### src/rtl/pinbank_pkg.sv
// Shared types for the address-masked GPIO controller.
// Assumes byte addresses with the configuration index in bits [4:2].
package pinbank_pkg;

    // Configuration register index inside the control page
    typedef enum logic [2:0] {
        REG_DIR    = 3'd0,
        REG_SENSE  = 3'd1,
        REG_BOTH   = 3'd2,
        REG_EVENT  = 3'd3,
        REG_ENABLE = 3'd4,
        REG_RAW    = 3'd5,
        REG_MASKED = 3'd6,
        REG_CLEAR  = 3'd7
    } pb_reg_e;

    // Address space classes
    typedef enum logic [1:0] {
        SPACE_DATA = 2'd0,
        SPACE_CFG  = 2'd1,
        SPACE_NONE = 2'd2
    } pb_space_e;

endpackage

### src/rtl/pinbank_sync.sv
// Two-flop input synchroniser plus one history stage for edge detection.
// Assumes pin_in is asynchronous. sync_q lags pin_in by two edges,
// and prev_q lags sync_q by one edge.
module pinbank_sync #(
    parameter int W = 8
) (
    input  logic         clk,
    input  logic         rst_n,
    input  logic [W-1:0] pin_in,
    output logic [W-1:0] sync_q,
    output logic [W-1:0] prev_q
);
    logic [W-1:0] meta_q;

    // Shift the inputs through the synchroniser and history stages
    always_ff @(posedge clk) begin
        if (!rst_n) begin
            meta_q <= '0;
            sync_q <= '0;
            prev_q <= '0;
        end else begin
            meta_q <= pin_in;
            sync_q <= meta_q;
            prev_q <= sync_q;
        end
    end
endmodule

### src/rtl/pinbank_detect.sv
// Per-pin interrupt detection: followed level sources and latched edge sources.
// Assumes sync/prev come from pinbank_sync and clr_bits is a one-cycle pulse.
module pinbank_detect #(
    parameter int N = 8
) (
    input  logic         clk,
    input  logic         rst_n,
    input  logic [N-1:0] sync_q,
    input  logic [N-1:0] prev_q,
    input  logic [N-1:0] sense,
    input  logic [N-1:0] both,
    input  logic [N-1:0] event_sel,
    input  logic [N-1:0] clr_bits,
    output logic [N-1:0] raw
);
    for (genvar p = 0; p < N; p++) begin : g_pin
        logic rise, fall, hit, level_on, latch_q;

        // Classify the current sample pair for this pin
        always_comb begin
            rise     = sync_q[p] & ~prev_q[p];
            fall     = ~sync_q[p] & prev_q[p];
            hit      = both[p] ? (rise | fall) : (event_sel[p] ? rise : fall);
            level_on = event_sel[p] ? sync_q[p] : ~sync_q[p];
        end

        // Hold an edge event until software clears it; a new edge wins
        always_ff @(posedge clk) begin
            if (!rst_n)
                latch_q <= 1'b0;
            else if (!sense[p] && hit)
                latch_q <= 1'b1;
            else if (clr_bits[p])
                latch_q <= 1'b0;
        end

        // Select the raw source by sensing mode
        assign raw[p] = sense[p] ? level_on : latch_q;
    end
endmodule

### src/rtl/pinbank_regs.sv
// Register decode, configuration storage, masked data port and read mux.
// Assumes a single-cycle access strobe; read data is combinational.
module pinbank_regs
    import pinbank_pkg::*;
#(
    parameter int N  = 8,
    parameter int AW = 12
) (
    input  logic          clk,
    input  logic          rst_n,
    input  logic          bus_sel,
    input  logic          bus_wr,
    input  logic [AW-1:0] bus_addr,
    input  logic [N-1:0]  bus_wdata,
    output logic [N-1:0]  bus_rdata,
    input  logic [N-1:0]  sync_q,
    input  logic [N-1:0]  raw,
    output logic [N-1:0]  dir_q,
    output logic [N-1:0]  sense_q,
    output logic [N-1:0]  both_q,
    output logic [N-1:0]  event_q,
    output logic [N-1:0]  enable_q,
    output logic [N-1:0]  out_q,
    output logic [N-1:0]  clr_bits
);
    localparam int WIN_TOP = N + 2;
    localparam int UP_W    = AW - WIN_TOP;

    pb_space_e    space;
    pb_reg_e      idx;
    logic [N-1:0] amask;
    logic         wr_en;

    // Classify the address into data window, control page or hole
    always_comb begin
        amask = bus_addr[WIN_TOP-1:2];
        idx   = pb_reg_e'(bus_addr[4:2]);
        if (bus_addr[AW-1:WIN_TOP] == UP_W'(0))
            space = SPACE_DATA;
        else if (bus_addr[AW-1:WIN_TOP] == UP_W'(1) && bus_addr[WIN_TOP-1:5] == '0)
            space = SPACE_CFG;
        else
            space = SPACE_NONE;
        wr_en = bus_sel && bus_wr;
    end

    // One-cycle clear pulse for latched edge events
    assign clr_bits = (wr_en && space == SPACE_CFG && idx == REG_CLEAR) ? bus_wdata : '0;

    // Masked data write, dropped for pins configured as inputs
    always_ff @(posedge clk) begin
        if (!rst_n)
            out_q <= '0;
        else if (wr_en && space == SPACE_DATA)
            out_q <= (out_q & ~(amask & dir_q)) | (bus_wdata & amask & dir_q);
    end

    // Configuration register writes
    always_ff @(posedge clk) begin
        if (!rst_n) begin
            dir_q    <= '0;
            sense_q  <= '0;
            both_q   <= '0;
            event_q  <= '0;
            enable_q <= '0;
        end else if (wr_en && space == SPACE_CFG) begin
            case (idx)
                REG_DIR:    dir_q    <= bus_wdata;
                REG_SENSE:  sense_q  <= bus_wdata;
                REG_BOTH:   both_q   <= bus_wdata;
                REG_EVENT:  event_q  <= bus_wdata;
                REG_ENABLE: enable_q <= bus_wdata;
                default:    ;
            endcase
        end
    end

    // Read multiplexer
    always_comb begin
        bus_rdata = '0;
        if (bus_sel && !bus_wr) begin
            if (space == SPACE_DATA) begin
                bus_rdata = amask & ((dir_q & out_q) | (~dir_q & sync_q));
            end else if (space == SPACE_CFG) begin
                case (idx)
                    REG_DIR:    bus_rdata = dir_q;
                    REG_SENSE:  bus_rdata = sense_q;
                    REG_BOTH:   bus_rdata = both_q;
                    REG_EVENT:  bus_rdata = event_q;
                    REG_ENABLE: bus_rdata = enable_q;
                    REG_RAW:    bus_rdata = raw;
                    REG_MASKED: bus_rdata = raw & enable_q;
                    default:    bus_rdata = '0;
                endcase
            end
        end
    end
endmodule

### src/rtl/pinbank_gpio.sv
// Top: GPIO controller with address-masked data port and per-pin interrupts.
// Assumes ADDR_W > N_PINS + 2 and N_PINS >= 4; synchronous active-low reset.
module pinbank_gpio #(
    parameter int N_PINS = 8,
    parameter int ADDR_W = 12
) (
    input  logic              clk,
    input  logic              rst_n,
    input  logic              bus_sel,
    input  logic              bus_wr,
    input  logic [ADDR_W-1:0] bus_addr,
    input  logic [N_PINS-1:0] bus_wdata,
    output logic [N_PINS-1:0] bus_rdata,
    input  logic [N_PINS-1:0] pin_in,
    output logic [N_PINS-1:0] pin_out,
    output logic [N_PINS-1:0] pin_oe,
    output logic              irq
);
    logic [N_PINS-1:0] sync_q, prev_q, raw, clr_bits;
    logic [N_PINS-1:0] dir_q, sense_q, both_q, event_q, enable_q, out_q;

    pinbank_sync #(.W(N_PINS)) u_sync (
        .clk(clk), .rst_n(rst_n), .pin_in(pin_in),
        .sync_q(sync_q), .prev_q(prev_q)
    );

    pinbank_detect #(.N(N_PINS)) u_detect (
        .clk(clk), .rst_n(rst_n), .sync_q(sync_q), .prev_q(prev_q),
        .sense(sense_q), .both(both_q), .event_sel(event_q),
        .clr_bits(clr_bits), .raw(raw)
    );

    pinbank_regs #(.N(N_PINS), .AW(ADDR_W)) u_regs (
        .clk(clk), .rst_n(rst_n), .bus_sel(bus_sel), .bus_wr(bus_wr),
        .bus_addr(bus_addr), .bus_wdata(bus_wdata), .bus_rdata(bus_rdata),
        .sync_q(sync_q), .raw(raw),
        .dir_q(dir_q), .sense_q(sense_q), .both_q(both_q), .event_q(event_q),
        .enable_q(enable_q), .out_q(out_q), .clr_bits(clr_bits)
    );

    // Drive pins and combine the masked interrupt sources
    assign pin_out = out_q;
    assign pin_oe  = dir_q;
    assign irq     = |(raw & enable_q);
endmodule

### config.mk
export PLATFORM = sky130hd
export DESIGN_NAME = pinbank_gpio
export DESIGN_NICKNAME = d
export VERILOG_FILES = /design/src/rtl/pinbank_pkg.sv /design/src/rtl/pinbank_sync.sv /design/src/rtl/pinbank_detect.sv /design/src/rtl/pinbank_regs.sv /design/src/rtl/pinbank_gpio.sv
export SDC_FILE = /design/constraint.sdc
export NUM_CORES = 1
export LEC_CHECK = 0
export BUFFER_PORTS_ARGS = -buffer_cell sky130_fd_sc_hd__buf_2
export CAP_MARGIN = 10
export CORE_MARGIN = 2
export CORE_UTILIZATION = 52
export CTS_CLUSTER_DIAMETER = 80
export DETAILED_ROUTE_END_ITERATION = 10
export HOLD_SLACK_MARGIN = 0.08
export PLACE_DENSITY_LB_ADDON = 0.25
export SYNTH_ARGS = -nofsm -noshare
export SYNTH_HDL_FRONTEND = slang
export SYNTH_SLANG_ARGS = --single-unit
### constraint.sdc
create_clock -name clk -period 1.4 [get_ports clk]
set_input_delay 0.07 -clock clk [delete_from_list [all_inputs] [get_ports clk]]
set_output_delay 0.07 -clock clk [all_outputs]
set_load 0.1 [all_outputs]
==> impl_metrics.csv <==
group,metric,value,unit
worst_hold_path,holdCritStartpoint,"rst_n",
placed_design,post-place-cells,666,
sta,tns,-4.51,ns
global_route,grt_pass1_wl,19600,um
outcome,violations,"setup timing",
global_route,antenna_found_initial,0,
final_layout,n_antenna_cell,0,
clock_network,clock-root-buffer,"clkbuf_8",
sta,timing.final.crit_share,146,%
sta,setup_slack,-0.642,ns
placed_design,pre_cts_slack,-0.426,ns
drt,viasPerCell,5.65,
placed_design,dp_hpwl,8020,um
yosys,syn_area_per_cell,9.16,um2
clock_network,clock_sinks,80,
worst_setup_path,crit_type,"register to output port",
yosys,ys_types,44,
drt,antenna_left,0,
final_layout,drive_gt1_share,43.7,%
worst_setup_path,crit_path_end_kind,"output port",
final_layout,final_common_cell,"buf_4",
outcome,outcome,"finished with violations",
global_route,gr-total-overflow,0,
floorplanning,num_io_pins,57,
yosys,syn-cell-area,4090,um2
worst_setup_path,slowest_stage,"or3_4",
power_and_ir_drop,power_density,784,nW/um2
clock_network,cts_buffer_depth,2,
clock_network,htreeDepth,3,
worst_setup_path,reg2reg_depth,7,
power_and_ir_drop,peakVddDrop,848,uV
yosys,synth_ff_type,"dfxtp_1",
clock_network,cts_buffers,9,
flow_run,max-cap-violations,0,
sta,hold_viol_final,0,
final_layout,fillers,459,
power_and_ir_drop,p_clk_share,40.9,%
worst_setup_path,worstSetupStartpointType,"register",
yosys,ys_seq_area_share,39.2,%
final_layout,layoutNonFillerInstCount,706,
clock_network,tritoncts,"yes",
floorplanning,core_area,7690,um2
yosys,ys_warn_count,0,
sta,grt_setup_unrepaired,"true",
floorplanning,rows,32,
floorplanning,initial_utilization,53.2,%
power_and_ir_drop,p_sw,1.23,mW
floorplanning,fp.dieW,92.7,um
worst_setup_path,reg2reg_from,"u_sync.sync_q[3]",
clock_network,clk_pin_slew,0.09,ns
worst_hold_path,worstHoldPathCells,2,
sta,skew,0.00866,ns
sta,tightest_slew,0.489,ns
placed_design,numPortBuffers,54,
power_and_ir_drop,p_sw_share,25.4,%
sta,clock.fmax,490,MHz
worst_hold_path,hold_class,"input pin to register",
global_route,grt_pass1_vias,3916,
yosys,syn_inst,446,
worst_setup_path,path_cells,"xnor2_2 -> mux2_4 -> a221o_1 -> or3_4 -> buf_12",
yosys,synth_edf_count,0,
power_and_ir_drop,cellLeakagePower,2.65,nW
global_route,grt_use_total,29.5,%
sta,report.final.slew_viol_count,0,
power_and_ir_drop,p_int,3.61,mW
power_and_ir_drop,p_comb_share,11.4,%
final_layout,syn2layout_area_growth,51.3,%
floorplanning,dieArea,8580,um2
drt,wl_per_cell,18.3,um
drt,drt_iter0_drc,305,
drt,wl,12900,um
sta,slew-limit-headroom,67.6,%
worst_setup_path,worst_ep_required_time,1.33,ns
worst_setup_path,cpPeakStageDelay,0.36,ns
final_layout,nets,647,
floorplanning,die_h,92.7,um
yosys,async_reset_ff_share,0,%
drt,drtPass1Iterations,5,
drt,vias,3992,
yosys,syn_nets,494,
placed_design,finalWeightedCongestion,0.886,
drt,drc,0,
clock_network,clk_latency,0.36,ns
power_and_ir_drop,p_seq_share,47.6,%
sta,setup_viol,17,
sta,period_needed,2.04,ns
worst_setup_path,arrival,1.97,ns
yosys,ys_ff_latch,80,
worst_setup_path,worstPathMaxFanout,2,
global_route,grt_max_degree,43,
final_layout,layout_common_cells,"buf_4, dfxtp_1, buf_2, nor2b_1, mux2i_1",
worst_setup_path,critical_path.startpoint,"u_sync.sync_q[0]",
cell usage after synthesis (all sizes together) (3+ instances only):
| cell type | instances | area [um2] |
|---|---|---|
| nand2 | 33 | 124 |
| inv | 23 | 86.3 |
| a211oi | 16 | 120 |
| o21a | 10 | 75.1 |
| or4 | 3 | 22.5 |
| nand2b | 3 | 18.8 |
| mux4 | 5 | 113 |
| dfxtp | 80 | 1600 |
| a22oi | 3 | 22.5 |
| nor2b | 42 | 263 |
| mux2 | 3 | 33.8 |
| o21ai | 39 | 195 |
| a21boi | 8 | 60.1 |
| nand3 | 30 | 150 |
| a32o | 3 | 30.0 |
| xnor2 | 8 | 70.1 |
| o22ai | 4 | 25.0 |
| mux2i | 40 | 400 |
| clkbuf | 12 | 45.0 |
| buf | 11 | 66.3 |
| nor3 | 5 | 25.0 |
| a21oi | 3 | 15.0 |
| ha | 16 | 200 |
| a31oi | 4 | 25.0 |
| and2 | 24 | 150 |
state kept, by name, indices dropped and copies added, names as in the netlist:
register,flops
u_detect.g_pin.latch_q,8
u_regs.both_q,8
u_regs.dir_q,8
u_regs.enable_q,8
u_regs.event_q,8
u_regs.out_q,8
u_regs.sense_q,8
u_sync.meta_q,8
u_sync.prev_q,8
u_sync.sync_q,8
metrics by stage:
stage	total power, mW	hold WS (ns)	cell area [um2]	utilization [%]
after CTS	4.80	0.134	5950	77.4
after detailed placement	2.80	0.280	5330	69.3
final	4.85	0.157	6180	80.4
after global placement	2.79	0.276	5330	69.3
after global routing	4.98	0.159	6180	80.4
after floorplan	2.58	0.192	4290	-
what timing repair did:
item | in CTS | in global routing
pin swaps | 19 | 25
gates resized for setup | 55 | 48
setup endpoints to repair | 16 | 36
endpoints found under the hold margin | 40 | 0
setup buffers | 5 | 4
hold buffers | 16 | 0
critical path: cells and delay by family (launching register included):
| family | cells | cell delay [ns] |
|---|---|---|
| xor gates and xnor gates | 1 | 0.13 |
| buffers and inverters | 1 | 0.18 |
| AOI/OAI and AO/OA | 1 | 0.32 |
| muxes | 1 | 0.28 |
| and+or+nand+nor | 1 | 0.36 |
| DFF | 1 | 0.35 |
layout make-up:
cell class	instances	area, um2	area share [%]
clock buffer	10	138	2.23
inverter	24	90.1	1.46
clock inverter	6	91.3	1.48
sequential	80	1670	27.1
timing repair buffer	165	1380	22.3
multi-input combinational	319	2680	43.4
tap	102	128	2.06
per-layer routing:
layer / GRT usage, % / share of wire, % / vias to the layer above
met2: 49.8 / 49 / 170
li1: - / - / 1881
met3: 4.88 / 6.5 / 32
met1: 38.9 / 42 / 1909
met4: 8.95 / 2.2 / 0
met5: 0 / 0 / -
power groups by stage:
stage               logic [mW]  registers (mW)  clock network, mW
finish                   0.553            2.31               1.98
global route             0.591            2.31               2.08
CTS                      0.497            2.31               1.99
detailed placement       0.437            2.36                  0
global placement         0.428            2.36                  0
floorplan                0.215            2.36                  0
final timing paths:
path | end | slack, ns
max | irq | -0.64
min | u_detect.g_pin[5].latch_q | 0.16
max reg2reg | u_detect.g_pin[3].latch_q | 0.01
min reg2reg | u_sync.sync_q[6] | 0.44
cells by family after synthesis:
kind of cell / share of synthesized area (%)
buf+inv: 4.93
simple gates: 20.5
compound gates: 15.4
xor+xnor: 1.71
flops: 39.2
mux: 13.4
fa+ha+maj: 4.90
Power figures use the tool's default switching activity.
